**src/rtl/mod_timer.sv**
```systemverilog
`timescale 1ns/1ps
module mod_timer #(
  parameter int CNT_W = 16
) (
  input  logic             clk,
  input  logic             rst_n,
  input  logic             ext_clk_i,
  input  logic             fix_clk_i,
  input  logic [1:0]       bus_addr_i,
  input  logic             bus_rd_i,
  input  logic             bus_wr_i,
  input  logic [CNT_W-1:0] bus_wdata_i,
  output logic [CNT_W-1:0] bus_rdata_o,
  output logic             irq_o
);
  localparam logic [1:0] A_CTRL = 2'd0;
  localparam logic [1:0] A_CNT  = 2'd1;
  localparam logic [1:0] A_MOD  = 2'd2;
  localparam logic [1:0] S_OFF  = 2'd0;
  localparam logic [1:0] S_BUS  = 2'd1;
  localparam logic [1:0] S_FIX  = 2'd2;

  logic             ovf_flag, irq_en, center, dir_down, armed;
  logic [1:0]       src_sel;
  logic [CNT_W-1:0] cnt_q, mod_q, cnt_n;
  logic             down_n, ovf_evt;
  logic [2:0]       ext_s, fix_s;

  always_ff @(posedge clk) begin
    if (!rst_n) begin
      ext_s <= '0;
      fix_s <= '0;
    end else begin
      ext_s <= {ext_s[1:0], ext_clk_i};
      fix_s <= {fix_s[1:0], fix_clk_i};
    end
  end

  wire ext_tick = ext_s[1] & ~ext_s[2];
  wire fix_tick = fix_s[1] & ~fix_s[2];
  wire tick = (src_sel == S_BUS) ? 1'b1 :
              (src_sel == S_FIX) ? fix_tick :
              (src_sel == S_OFF) ? 1'b0 : ext_tick;

  always_comb begin
    cnt_n   = cnt_q;
    down_n  = dir_down;
    ovf_evt = 1'b0;
    if (src_sel == S_OFF) begin
      cnt_n  = '0;
      down_n = 1'b0;
    end else if (tick) begin
      if (!center) begin
        down_n = 1'b0;
        if (cnt_q >= mod_q) begin
          cnt_n   = '0;
          ovf_evt = 1'b1;
        end else cnt_n = cnt_q + 1'b1;
      end else if (mod_q == '0) begin
        cnt_n  = '0;
        down_n = 1'b0;
      end else if (!dir_down) begin
        if (cnt_q >= mod_q) begin
          cnt_n   = cnt_q - 1'b1;
          down_n  = 1'b1;
          ovf_evt = 1'b1;
        end else cnt_n = cnt_q + 1'b1;
      end else if (cnt_q == '0) begin
        cnt_n  = {{(CNT_W-1){1'b0}}, 1'b1};
        down_n = 1'b0;
      end else cnt_n = cnt_q - 1'b1;
    end
  end

  wire ctrl_wr = bus_wr_i && bus_addr_i == A_CTRL;
  wire ctrl_rd = bus_rd_i && !bus_wr_i && bus_addr_i == A_CTRL;

  always_ff @(posedge clk) begin
    if (!rst_n) begin
      cnt_q    <= '0;
      mod_q    <= '0;
      dir_down <= 1'b0;
      ovf_flag <= 1'b0;
      irq_en   <= 1'b0;
      center   <= 1'b0;
      src_sel  <= S_OFF;
      armed    <= 1'b0;
    end else begin
      cnt_q    <= cnt_n;
      dir_down <= down_n;
      if (bus_wr_i && bus_addr_i == A_MOD) mod_q <= bus_wdata_i;
      if (ctrl_wr) begin
        irq_en  <= bus_wdata_i[6];
        center  <= bus_wdata_i[5];
        src_sel <= bus_wdata_i[1:0];
      end
      if (ovf_evt) ovf_flag <= 1'b1;
      else if (ctrl_wr && armed && !bus_wdata_i[7]) ovf_flag <= 1'b0;
      if (ovf_evt || ctrl_wr) armed <= 1'b0;
      else if (ctrl_rd && ovf_flag) armed <= 1'b1;
    end
  end

  always_comb begin
    bus_rdata_o = '0;
    case (bus_addr_i)
      A_CTRL: bus_rdata_o[7:0] = {ovf_flag, irq_en, center, 3'b000, src_sel};
      A_CNT:  bus_rdata_o = cnt_q;
      A_MOD:  bus_rdata_o = mod_q;
      default: bus_rdata_o = '0;
    endcase
  end

  assign irq_o = ovf_flag & irq_en;
endmodule

```
**config.mk**
```make
export PLATFORM = sky130hd
export DESIGN_NAME = mod_timer
export DESIGN_NICKNAME = d
export VERILOG_FILES = /design/src/rtl/mod_timer.sv
export SDC_FILE = /design/constraint.sdc
export NUM_CORES = 1
export LEC_CHECK = 0
export BUFFER_PORTS_ARGS = -buffer_cell sky130_fd_sc_hd__buf_2
export CAP_MARGIN = 20
export CORE_ASPECT_RATIO = 0.9
export CORE_MARGIN = 1.5
export CORE_UTILIZATION = 45
export DETAILED_ROUTE_END_ITERATION = 7
export GPL_TIMING_DRIVEN = 0
export PLACE_DENSITY = 0.72
export SLEW_MARGIN = 0
export SYNTH_ARGS = -nofsm -noshare
export SYNTH_HDL_FRONTEND = slang
export SYNTH_SLANG_ARGS = --single-unit
```
**constraint.sdc**
```tcl
create_clock -name clk -period 5.61 [get_ports clk]
set_input_delay 0.561 -clock clk [delete_from_list [all_inputs] [get_ports clk]]
set_output_delay 0.561 -clock clk [all_outputs]
set_load 0.1 [all_outputs]
```
==> impl_results.md, run 1 <==
* Crit Path Max Fanout at 10
* Slowest stage cell, crit path: clkbuf_1
* Clk_lat worst skew at 0.32 ns
* Setup Crit Path Kind: flop to flop
* Die Y at 82.6 microns
* Vias in the first global route at 2,993
* Post-Place Cells at 550
* Area growth syn-to-layout at 13.6%
* Yosys reg bits at 45
* Post_cts resized at 0
* DRC viols at 0
* Clk pin slew, worst setup/hold paths at 0.10 ns
* Wire per inst at 16.1 microns
* Leak at 1.43 nW
* Synth Flop Type: dfxtp_1
* Antenna violation net count after detailed routing at 0
* Share of cells above drive strength 1 at 12.2%
* Gpl congestion at 0.933
* Max Cap Viol at 0
* CTS max path bufs at 2
* Seq pwr share at 46.2%
* Worst rel slew slack at 44.9%
* Commonest non-fill, non-tap cell in the layout: nand2_1
* Nets at 514
* Initial Util at 47.3%
* R2r endpoint: cnt_q[2]$_SDFFE_PP0N_
* Num CTS Buffers at 5
* Power per cell area at 200 nW/um^2
* Commonest non-fill, non-tap cells in the layout: nand2_1, dfxtp_1, buf_2
* Fmax at 284 MHz
* Crit path launch: cnt_q[0]$_SDFFE_PP0N_
* GRT Util Overall at 24.5%
* R2r setup slk at 2.09 ns
* Clk sink count at 45
* Number of synthesis warnings at 0
* CTS Hold Bufs at 0
* Mapped cell area at 3170 sq um
* Post-route minimum period at 3.52 ns
* Outcome: completed
* Setup TNS at 0 ns
* Tightest Hold Check Type: flop to flop
* Site Rows at 28
* CP arrival at 3.74 ns
* Hpwl dp at 6.72 mm
* Peak VDD IR at 0.125 mV
* Switching share of power at 29.8%
* Net Switching at 0.214 mW
* Reg-to-Reg Start: cnt_q[0]$_SDFFE_PP0N_
* Logic pwr share at 16.4%
* Critical Path Most Common Cell: clkbuf_1
* Yosys cell types at 52
* Total internal power at 0.505 mW
* Clk_skew at 0.0112 ns
* Avg Inst Size Synth at 7.54 sq um
* Post CTS Setup Buffer Count at 0
* I/O pin cnt at 41
* DR vias/cell at 6.01
* Sequential-to-total area share from yosys stat at 28.4%
* Initial DRC count at 326
* Slowest stage delay, CP at 0.49 ns
* Slew @ Worst Pin at 0.821 ns
* Post-Syn Nets at 467
* Core region area at 6690 sq um
* Clk pwr share at 37.4%
* Initial antenna violation count at 0
* RSZ-0062 raised after global routing: false
* Ant. Diodes at 0
* Hold WS at 0.443 ns
* Worst R2R Path Depth at 10
* H-tree levels at 2
* Final Hold Fails at 0
* Worst EP required at 5.83 ns
* Async SR Flop Fraction at 0%
* DR vias at 3,352
* Max-slew violations at 0
* CP endpoint: cnt_q[2]$_SDFFE_PP0N_
* Drt pass-1 iters at 5
* Syn Inst Count at 420
* Fin util at 53.8%
* Critical Path End Type: flop
* Crit path cell chain: clkbuf_1 -> inv_1 -> ha_1 -> nand2b_4 -> a2111o_1 -> a32o_1 -> nor3_1 -> clkbuf_1 -> a22oi_1 -> o31ai_1
* CTS root buf: clkbuf_8
* Largest net degree at the start of global routing at 17
* I/O Buffers at 40
* Total wire length at 8.96 mm
* Final worst path period share at 62.7%
* First-pass GRT wire length at 14.6 mm
* EDFF count, synth at 0
* CP startpoint kind: flop
* Total Die Area at 7550 sq um
* TritonCTS clock tree: done
* # setup viols final at 0
* GRT overflow at 0
* Die width at 91.4 microns
* Non-Filler Instances at 558
[per-layer routing]
metal | vias to the layer above | GRT usage [%] | part of all wire (%)
met5 | - | 0 | 0
met4 | 0 | 10.2 | 2.5
met3 | 24 | 3.02 | 6.3
met2 | 159 | 40.9 | 46
met1 | 1551 | 32.4 | 46
li1 | 1618 | - | -
[power groups by stage]
stage / clock network (mW) / logic [mW] / registers (mW)
floorplan: 0 / 0.0820 / 0.338
global placement: 0 / 0.113 / 0.340
detailed placement: 0 / 0.115 / 0.340
CTS: 0.270 / 0.116 / 0.332
global route: 0.280 / 0.128 / 0.334
finish: 0.269 / 0.118 / 0.333
[cell families (layout without fill, tap and decap cells)]
family                     after synthesis  count (layout)  synth area share, %
AOI/OAI and AO/OA                      121             121                 27.1
xor gates and xnor gates                 5               5                 1.38
adders and majority gates               23              23                 9.09
buffers and inverters                   51              99                 6.36
DFF                                     45              45                 28.4
muxes                                    2               2                0.672
and+or+nand+nor                        173             173                 26.9
[metrics by stage]
stage	worst slack (ns)	power, mW	cell area [sq um]
after floorplan	2.32	0.419	3170
after global placement	2.27	0.453	3480
after detailed placement	2.24	0.455	3480
after CTS	2.20	0.718	3600
after global routing	1.94	0.742	3600
final	2.09	0.719	3600
[cell type report]
class	count	area, sq um
clock inverters	3	50.0
fillers	652	3090
flip-flops and latches	45	901
inverters	21	78.8
repair buffers	40	200
plain buffers	30	123
multi-input cells	324	2060
well taps	90	113
clock buffers	5	68.8
[cells in the mapped netlist (2+ instances only)]
| master | count | area, sq um |
|---|---|---|
| nor4_1 | 5 | 31.3 |
| or4_1 | 11 | 82.6 |
| ha_1 | 23 | 288 |
| a211oi_1 | 2 | 15.0 |
| dfxtp_1 | 45 | 901 |
| a32o_1 | 2 | 20.0 |
| nand3_1 | 16 | 80.1 |
| nand2_1 | 68 | 255 |
| o31ai_1 | 4 | 30.0 |
| a222oi_1 | 5 | 50.1 |
| a21oi_1 | 19 | 95.1 |
| or3_1 | 2 | 12.5 |
| buf_1 | 2 | 7.51 |
| and2_1 | 10 | 62.6 |
| nor2_1 | 22 | 82.6 |
| nand4_1 | 4 | 25.0 |
| inv_1 | 21 | 78.8 |
| nand2b_1 | 4 | 25.0 |
| o22ai_1 | 3 | 18.8 |
| o211ai_1 | 3 | 22.5 |
| o21a_1 | 5 | 37.5 |
| a32oi_1 | 4 | 35.0 |
| a21boi_0 | 21 | 158 |
| buf_2 | 2 | 10.0 |
| a31oi_1 | 9 | 56.3 |
| nor3_1 | 9 | 45.0 |
| nor2b_1 | 10 | 62.6 |
| xnor2_1 | 4 | 35.0 |
| a21o_1 | 2 | 15.0 |
| o21ai_0 | 13 | 65.1 |
| and3_1 | 8 | 50.1 |
| o311ai_0 | 2 | 17.5 |
| clkbuf_1 | 25 | 93.8 |
| a22oi_1 | 16 | 120 |
| o311ai_1 | 2 | 17.5 |
[flip-flops by register name, indices dropped and copies added (netlist names), 2 cells and up]
name	flops
ext_s	3
fix_s	3
mod_q	16
cnt_q	16
src_sel	2
[critical path: cells and delay by family (launching register included)]
kind	cells	cell delay, ns
compound gates	4	1.13
fa+ha+maj	1	0.32
buf+inv	3	0.99
flops	1	0.35
simple gates	2	0.61
[worst min-delay path by stage]
stage | from | cells after the start | end | slack, ns
after detailed placement | ext_s[0]$_SDFF_PN0_ | 1 | ext_s[1]$_SDFF_PN0_ | 0.42
after global routing | fix_clk_i | 2 | fix_s[0]$_SDFF_PN0_ | 0.44
final | ext_s[0]$_SDFF_PN0_ | 1 | ext_s[1]$_SDFF_PN0_ | 0.44
after global placement | fix_s[0]$_SDFF_PN0_ | 1 | fix_s[1]$_SDFF_PN0_ | 0.41
after CTS | fix_clk_i | 2 | fix_s[0]$_SDFF_PN0_ | 0.44
after floorplan | ext_s[0]$_SDFF_PN0_ | 1 | ext_s[1]$_SDFF_PN0_ | 0.41
No activity file was read; power rests on OpenSTA's default activity.
==> run 2, diff against run 1 <==
- clock period: 5.61 -> 3.5 ns (I/O delays scaled with it)
==> run 2 against run 1 <==
Effect of this change: die area stayed put; count of clock-buffer cells in the layout stayed put; highest routed layer unchanged; cell count stayed put; core utilization hardly changed; register-to-register slack worse by 1.9 ns.
==> impl_results.md, run 2 (synthesized netlist as in run 1, its figures left out) <==
* Outcome: completed
* Post-Place Cells at 550 (unchanged)
* Core region area at 6690 sq um (unchanged)
* WHS Path Cells at 2 (+1)
* CTS max path bufs at 2 (unchanged)
* Crit path cell chain: clkbuf_1 -> inv_1 -> ha_1 -> nand2b_4 -> a2111o_1 -> a32o_1 -> nor3_1 -> clkbuf_2 -> a22oi_1 -> o31ai_1
* Clk sink count at 45 (unchanged)
* GRT Util Overall at 24.5% (unchanged)
* Die Y at 82.6 microns (unchanged)
* TritonCTS clock tree: done
* Final Hold Fails at 0 (unchanged)
* Post-route minimum period at 3.33 ns (-0.183 ns)
* Hpwl dp at 6.72 mm (unchanged)
* CTS Hold Bufs at 0 (unchanged)
* Worst R2R Path Depth at 10 (unchanged)
* Commonest non-fill, non-tap cell in the layout: nand2_1
* Reg-to-Reg Start: cnt_q[0]$_SDFFE_PP0N_
* Total wire length at 9.01 mm (+0.56%)
* DR vias at 3,340 (-0.36%)
* Worst EP required at 3.72 ns (-2.11 ns)
* First-pass GRT wire length at 14.6 mm (unchanged)
* Regs by FF count: cnt_q x16, mod_q x16
* CP endpoint: cnt_q[2]$_SDFFE_PP0N_
* Wire per inst at 16.1 microns (+0.56%)
* I/O Buffers at 40 (unchanged)
* Worst rel slew slack at 45.2% (+0.36 points)
* DP Area at 3480 sq um (unchanged)
* Fmax at 300 MHz (+5.5%)
* Nets at 514 (unchanged)
* DR vias/cell at 5.99 (-0.36%)
* Design Area, Final at 3600 sq um (about the same)
* CP arrival at 3.56 ns (-0.18 ns)
* Setup Crit Path Kind: flop to flop
* Post CTS Setup Buffer Count at 0 (unchanged)
* GRT overflow at 0 (unchanged)
* Num CTS Buffers at 5 (unchanged)
* Die width at 91.4 microns (unchanged)
* Area growth syn-to-layout at 13.7% (about the same)
* Clk_skew at 0.0111 ns (-0.000107 ns)
* Gpl congestion at 0.933 (unchanged)
* Antenna violation net count after detailed routing at 0 (unchanged)
* Critical Path End Type: flop
* Share of cells above drive strength 1 at 12.4% (+0.21 points)
* H-tree levels at 2 (unchanged)
* DRC viols at 0 (unchanged)
* Slowest stage cell, crit path: nor3_1
* Clk pin slew, worst setup/hold paths at 0.10 ns (about the same)
* Initial Util at 47.3% (unchanged)
* Initial antenna violation count at 0 (unchanged)
* RSZ-0062 raised after global routing: false
* Slowest stage delay, CP at 0.48 ns (about the same)
* Peak VDD IR at 0.201 mV (+60%)
* Total Die Area at 7550 sq um (unchanged)
* Tightest Hold Check Type: input port to flop
* Crit path launch: cnt_q[0]$_SDFFE_PP0N_
* Initial DRC count at 330 (+1.2%)
* Power per cell area at 321 nW/um^2 (+60%)
* Max-slew violations at 0 (unchanged)
* Vias in the first global route at 2,993 (unchanged)
* Crit Path Max Fanout at 10 (unchanged)
* I/O pin cnt at 41 (unchanged)
* Leak at 1.44 nW (+0.20%)
* Max Cap Viol at 0 (unchanged)
* Setup TNS at 0 ns (unchanged)
* Site Rows at 28 (unchanged)
* Commonest non-fill, non-tap cells in the layout: nand2_1, dfxtp_1, buf_2
* R2r endpoint: cnt_q[2]$_SDFFE_PP0N_
* Ant. Diodes at 0 (unchanged)
* CP startpoint kind: flop
* Layout filler cell count at 652 (unchanged)
* # setup viols final at 0 (unchanged)
* CTS root buf: clkbuf_8
* Drt pass-1 iters at 7 (+2)
* Non-Filler Instances at 558 (unchanged)
* Slew @ Worst Pin at 0.816 ns (-0.00540 ns)
* Clk_lat worst skew at 0.32 ns (about the same)
* Largest net degree at the start of global routing at 17 (unchanged)
* Final worst path period share at 95.3% (+33 points)
* R2r setup slk at 0.17 ns (-1.93 ns)
* Start point of the worst hold path: fix_clk_i
## run 2: cell type report
| type | instances | area, sq um | share of cell area, % |
|---|---|---|---|
| multi-input cells | 324 | 2060 | 57.4 |
| flip-flops and latches | 45 | 901 | 25.0 |
| repair buffers | 40 | 200 | 5.56 |
| plain buffers | 30 | 124 | 3.44 |
| well taps | 90 | 113 | 3.13 |
| inverters | 21 | 78.8 | 2.19 |
| clock buffers | 5 | 68.8 | 1.91 |
| clock inverters | 3 | 50.0 | 1.39 |
## run 2: what timing repair did
item,in CTS,in global routing
setup endpoints to repair,0,4
gates resized for setup,0,2
endpoints found under the hold margin,0,0
## run 2: critical path, delay by kind of cell, from the launching register on
kind                     cells  cell delay [ns]
AND/OR/NAND/NOR              2             0.61
adder cells (fa/ha/maj)      1             0.32
AO/OA/AOI/OAI                4             1.11
buffers and inverters        3             0.85
flip-flops                   1             0.35
## run 2: report_power, final
group | switching, mW | internal [mW]
clock network | 0.213 | 0.219
registers | 0.0106 | 0.523
logic | 0.121 | 0.0678
total | 0.345 | 0.810
## run 2: stage by stage
| stage | setup WS [ns] | hold slack [ns] | util, % | total power [mW] |
|---|---|---|---|---|
| finish | 0.166 | 0.240 | 53.8 | 1.15 |
| global route | 0.00640 | 0.230 | 53.8 | 1.19 |
| CTS | 0.0873 | 0.234 | 53.8 | 1.15 |
| detailed placement | 0.133 | 0.422 | 52.0 | 0.729 |
| global placement | 0.158 | 0.414 | 52.0 | 0.726 |
| floorplan | 0.577 | 0.412 | - | 0.672 |
## run 2: metal layers
metal	GRT usage [%]	share of wire, %	vias to the layer above
met5	0	0	-
met4	10.2	2.5	0
met3	3.02	6.8	22
met2	40.9	45	159
met1	32.4	46	1541
li1	-	-	1618
## run 2: worst min-delay path by stage
stage / end / slack (ns)
floorplan: ext_s[1]$_SDFF_PN0_ / 0.41
global placement: fix_s[1]$_SDFF_PN0_ / 0.41
detailed placement: ext_s[1]$_SDFF_PN0_ / 0.42
CTS: fix_s[0]$_SDFF_PN0_ / 0.23
global route: fix_s[0]$_SDFF_PN0_ / 0.23
finish: fix_s[0]$_SDFF_PN0_ / 0.24
==> run 3, diff against run 2 <==
- BUFFER_PORTS_ARGS: -buffer_cell sky130_fd_sc_hd__buf_2 -> -buffer_cell sky130_fd_sc_hd__clkbuf_2
==> run 3 against run 2 <==
Effect of this change: count of clock-buffer cells in the layout stayed put; cell area is 0.10% higher; clock skew is 0.0011 ns lower; global-route usage hardly changed; combinational power hardly changed; cell count stayed put; core utilization is 0.056 points higher; sequential power hardly changed; critical path type unchanged; critical endpoint is now cnt_q[14]$_SDFFE_PP0N_; largest cell class unchanged; largest power group unchanged.
==> impl_results.md, run 3 (synthesized netlist as in run 1, its figures left out) <==
* Leak at 1.43 nW (-0.53%)
* Site Rows at 28 (unchanged)
* # setup viols final at 0 (unchanged)
* GRT overflow at 0 (unchanged)
* Post-route minimum period at 3.15 ns (-0.183 ns)
* Metal3 WL at 506 microns (-17%)
* GRT Util Overall at 24.5% (+0.045 points)
* Clk pin slew, worst setup/hold paths at 0.10 ns (about the same)
* Crit Path Max Fanout at 10 (unchanged)
* Worst rel slew slack at 44.1% (-1.2 points)
* Layout filler cell count at 659 (+1.1%)
* Start point of the worst hold path: ext_clk_i
* Share of cells above drive strength 1 at 12.8% (+0.43 points)
* Total Die Area at 7550 sq um (unchanged)
* I/O Buffers at 40 (unchanged)
* Slowest stage cell, crit path: or4_1
* DR vias/cell at 5.96 (-0.45%)
* Num CTS Buffers at 5 (unchanged)
* Slowest stage delay, CP at 0.49 ns (about the same)
* Setup TNS at 0 ns (unchanged)
* I/O pin cnt at 41 (unchanged)
* Initial Util at 47.3% (unchanged)
* Reg-to-Reg Start: cnt_q[0]$_SDFFE_PP0N_
* CTS root buf: clkbuf_8
* Post-Place Cells at 550 (unchanged)
* Wire per inst at 16.2 microns (+0.26%)
* CP startpoint kind: flop
* TritonCTS clock tree: done
* Max-slew violations at 0 (unchanged)
* CP arrival at 3.39 ns (-0.17 ns)
* Initial antenna violation count at 0 (unchanged)
* Non-Filler Instances at 558 (unchanged)
* Final worst slack at 0.349 ns (+0.183 ns)
* Initial DRC count at 280 (-15%)
* Gpl congestion at 0.932 (about the same)
* Core region area at 6690 sq um (unchanged)
* DR vias at 3,325 (-0.45%)
* Outcome: completed
* Clk_skew at 0.00995 ns (-0.00112 ns)
* Drt pass-1 iters at 6 (-1)
* Max Cap Viol at 0 (unchanged)
* Vias in the first global route at 3,036 (+1.4%)
* H-tree levels at 2 (unchanged)
* Area growth syn-to-layout at 13.8%
* Setup Slack @ Placement at 0.119 ns (-0.0136 ns)
* Final Hold Fails at 0 (unchanged)
* Metal2 WL at 4.11 mm (+0.98%)
* Metal-1 WL at 4.25 mm (+3.6%)
* Clk_lat worst skew at 0.32 ns (about the same)
* Setup Crit Path Kind: flop to flop
* CTS max path bufs at 2 (unchanged)
* Critical Path End Type: flop
* Regs by FF count: cnt_q x16, mod_q x16
* Antenna violation net count after detailed routing at 0 (unchanged)
* Peak VDD IR at 0.217 mV (+8.2%)
* Die Y at 82.6 microns (unchanged)
* Slew @ Worst Pin at 0.833 ns (+0.0172 ns)
* Clk sink count at 45 (unchanged)
* Crit path launch: cnt_q[0]$_SDFFE_PP0N_
* Fmax at 317 MHz (+5.8%)
* Total wire length at 9.03 mm (+0.26%)
* First-pass GRT wire length at 14.7 mm (+0.76%)
* Max Used Layer: met4
* DRC viols at 0 (unchanged)
* Nets at 514 (unchanged)
* Ant. Diodes at 0 (unchanged)
* Tightest Hold Check Type: input port to flop
* Commonest non-fill, non-tap cells in the layout: nand2_1, dfxtp_1, clkbuf_2
* Worst EP required at 3.74 ns (+0.02 ns)
* Commonest non-fill, non-tap cell in the layout: nand2_1
* RSZ-0062 raised after global routing: false
* Crit path cell chain: clkbuf_2 -> inv_1 -> ha_1 -> nand2b_4 -> a2111o_1 -> a32o_1 -> or3_1 -> buf_6 -> or4_1 -> a31oi_1
* Hpwl dp at 6.93 mm (+3.2%)
* Final worst path period share at 90.0% (-5.2 points)
* Power per cell area at 319 nW/um^2 (-0.49%)
* Die width at 91.4 microns (unchanged)
* Largest net degree at the start of global routing at 17 (unchanged)
[run 3: cell types whose count changed in the layout (fill, tap and decap cells not counted), sizes merged]
cell and delta:
buf -40, clkbuf +40, clkinv -1, inv +1
[run 3: path summary, 6_finish.rpt]
path	cells past startpoint	endpoint	slack, ns
max	10	cnt_q[14]$_SDFFE_PP0N_	0.35
min	2	ext_s[0]$_SDFF_PN0_	0.23
max reg2reg	10	cnt_q[14]$_SDFFE_PP0N_	0.35
min reg2reg	1	ext_s[1]$_SDFF_PN0_	0.45
[run 3: what timing repair did]
action	CTS	global route
resized for setup	0	5
hold buffers	0	0
buffers inserted	0	0
setup endpoints to repair	0	9
endpoints found under the hold margin	0	0
[run 3: layout make-up]
cell class | count | area, sq um | share of cell area (%)
Buffer | 30 | 125 | 3.47
Clock buffer | 5 | 68.8 | 1.91
Clock inverter | 3 | 47.5 | 1.32
Inverter | 21 | 78.8 | 2.19
Multi-Input combinational cell | 324 | 2070 | 57.4
Sequential cell | 45 | 901 | 25.0
Tap cell | 90 | 113 | 3.12
Timing Repair Buffer | 40 | 200 | 5.56
[run 3: metal layers]
metal / track usage (%) / up-vias
met5: 0 / -
met4: 8.44 / 0
met3: 3.11 / 17
met2: 41.3 / 131
met1: 32.7 / 1559
li1: - / 1618
[run 3: worst max-delay path, delay by kind of cell, from the launching register on]
family / cells / cell delay [ns]
DFF: 1 / 0.34
AOI/OAI and AO/OA: 3 / 0.91
buffers and inverters: 3 / 0.50
adders and majority gates: 1 / 0.31
and+or+nand+nor: 3 / 1.01
[run 3: power by group]
| part | switching [mW] | leakage (nW) | internal, mW | total (mW) |
|---|---|---|---|---|
| sequential | 0.0106 | 0.365 | 0.523 | 0.533 |
| clock | 0.210 | 0.0591 | 0.218 | 0.428 |
| combinational | 0.120 | 1.01 | 0.0687 | 0.189 |
| total | 0.341 | 1.43 | 0.809 | 1.15 |
[run 3: per-stage QoR]
stage | area, sq um | total power [mW] | hold WS, ns | util, %
after floorplan | 3170 | 0.672 | 0.412 | -
after global placement | 3480 | 0.726 | 0.413 | 52.0
after detailed placement | 3480 | 0.729 | 0.427 | 52.0
after CTS | 3600 | 1.15 | 0.236 | 53.7
after global routing | 3600 | 1.19 | 0.236 | 53.9
final | 3600 | 1.15 | 0.234 | 53.9
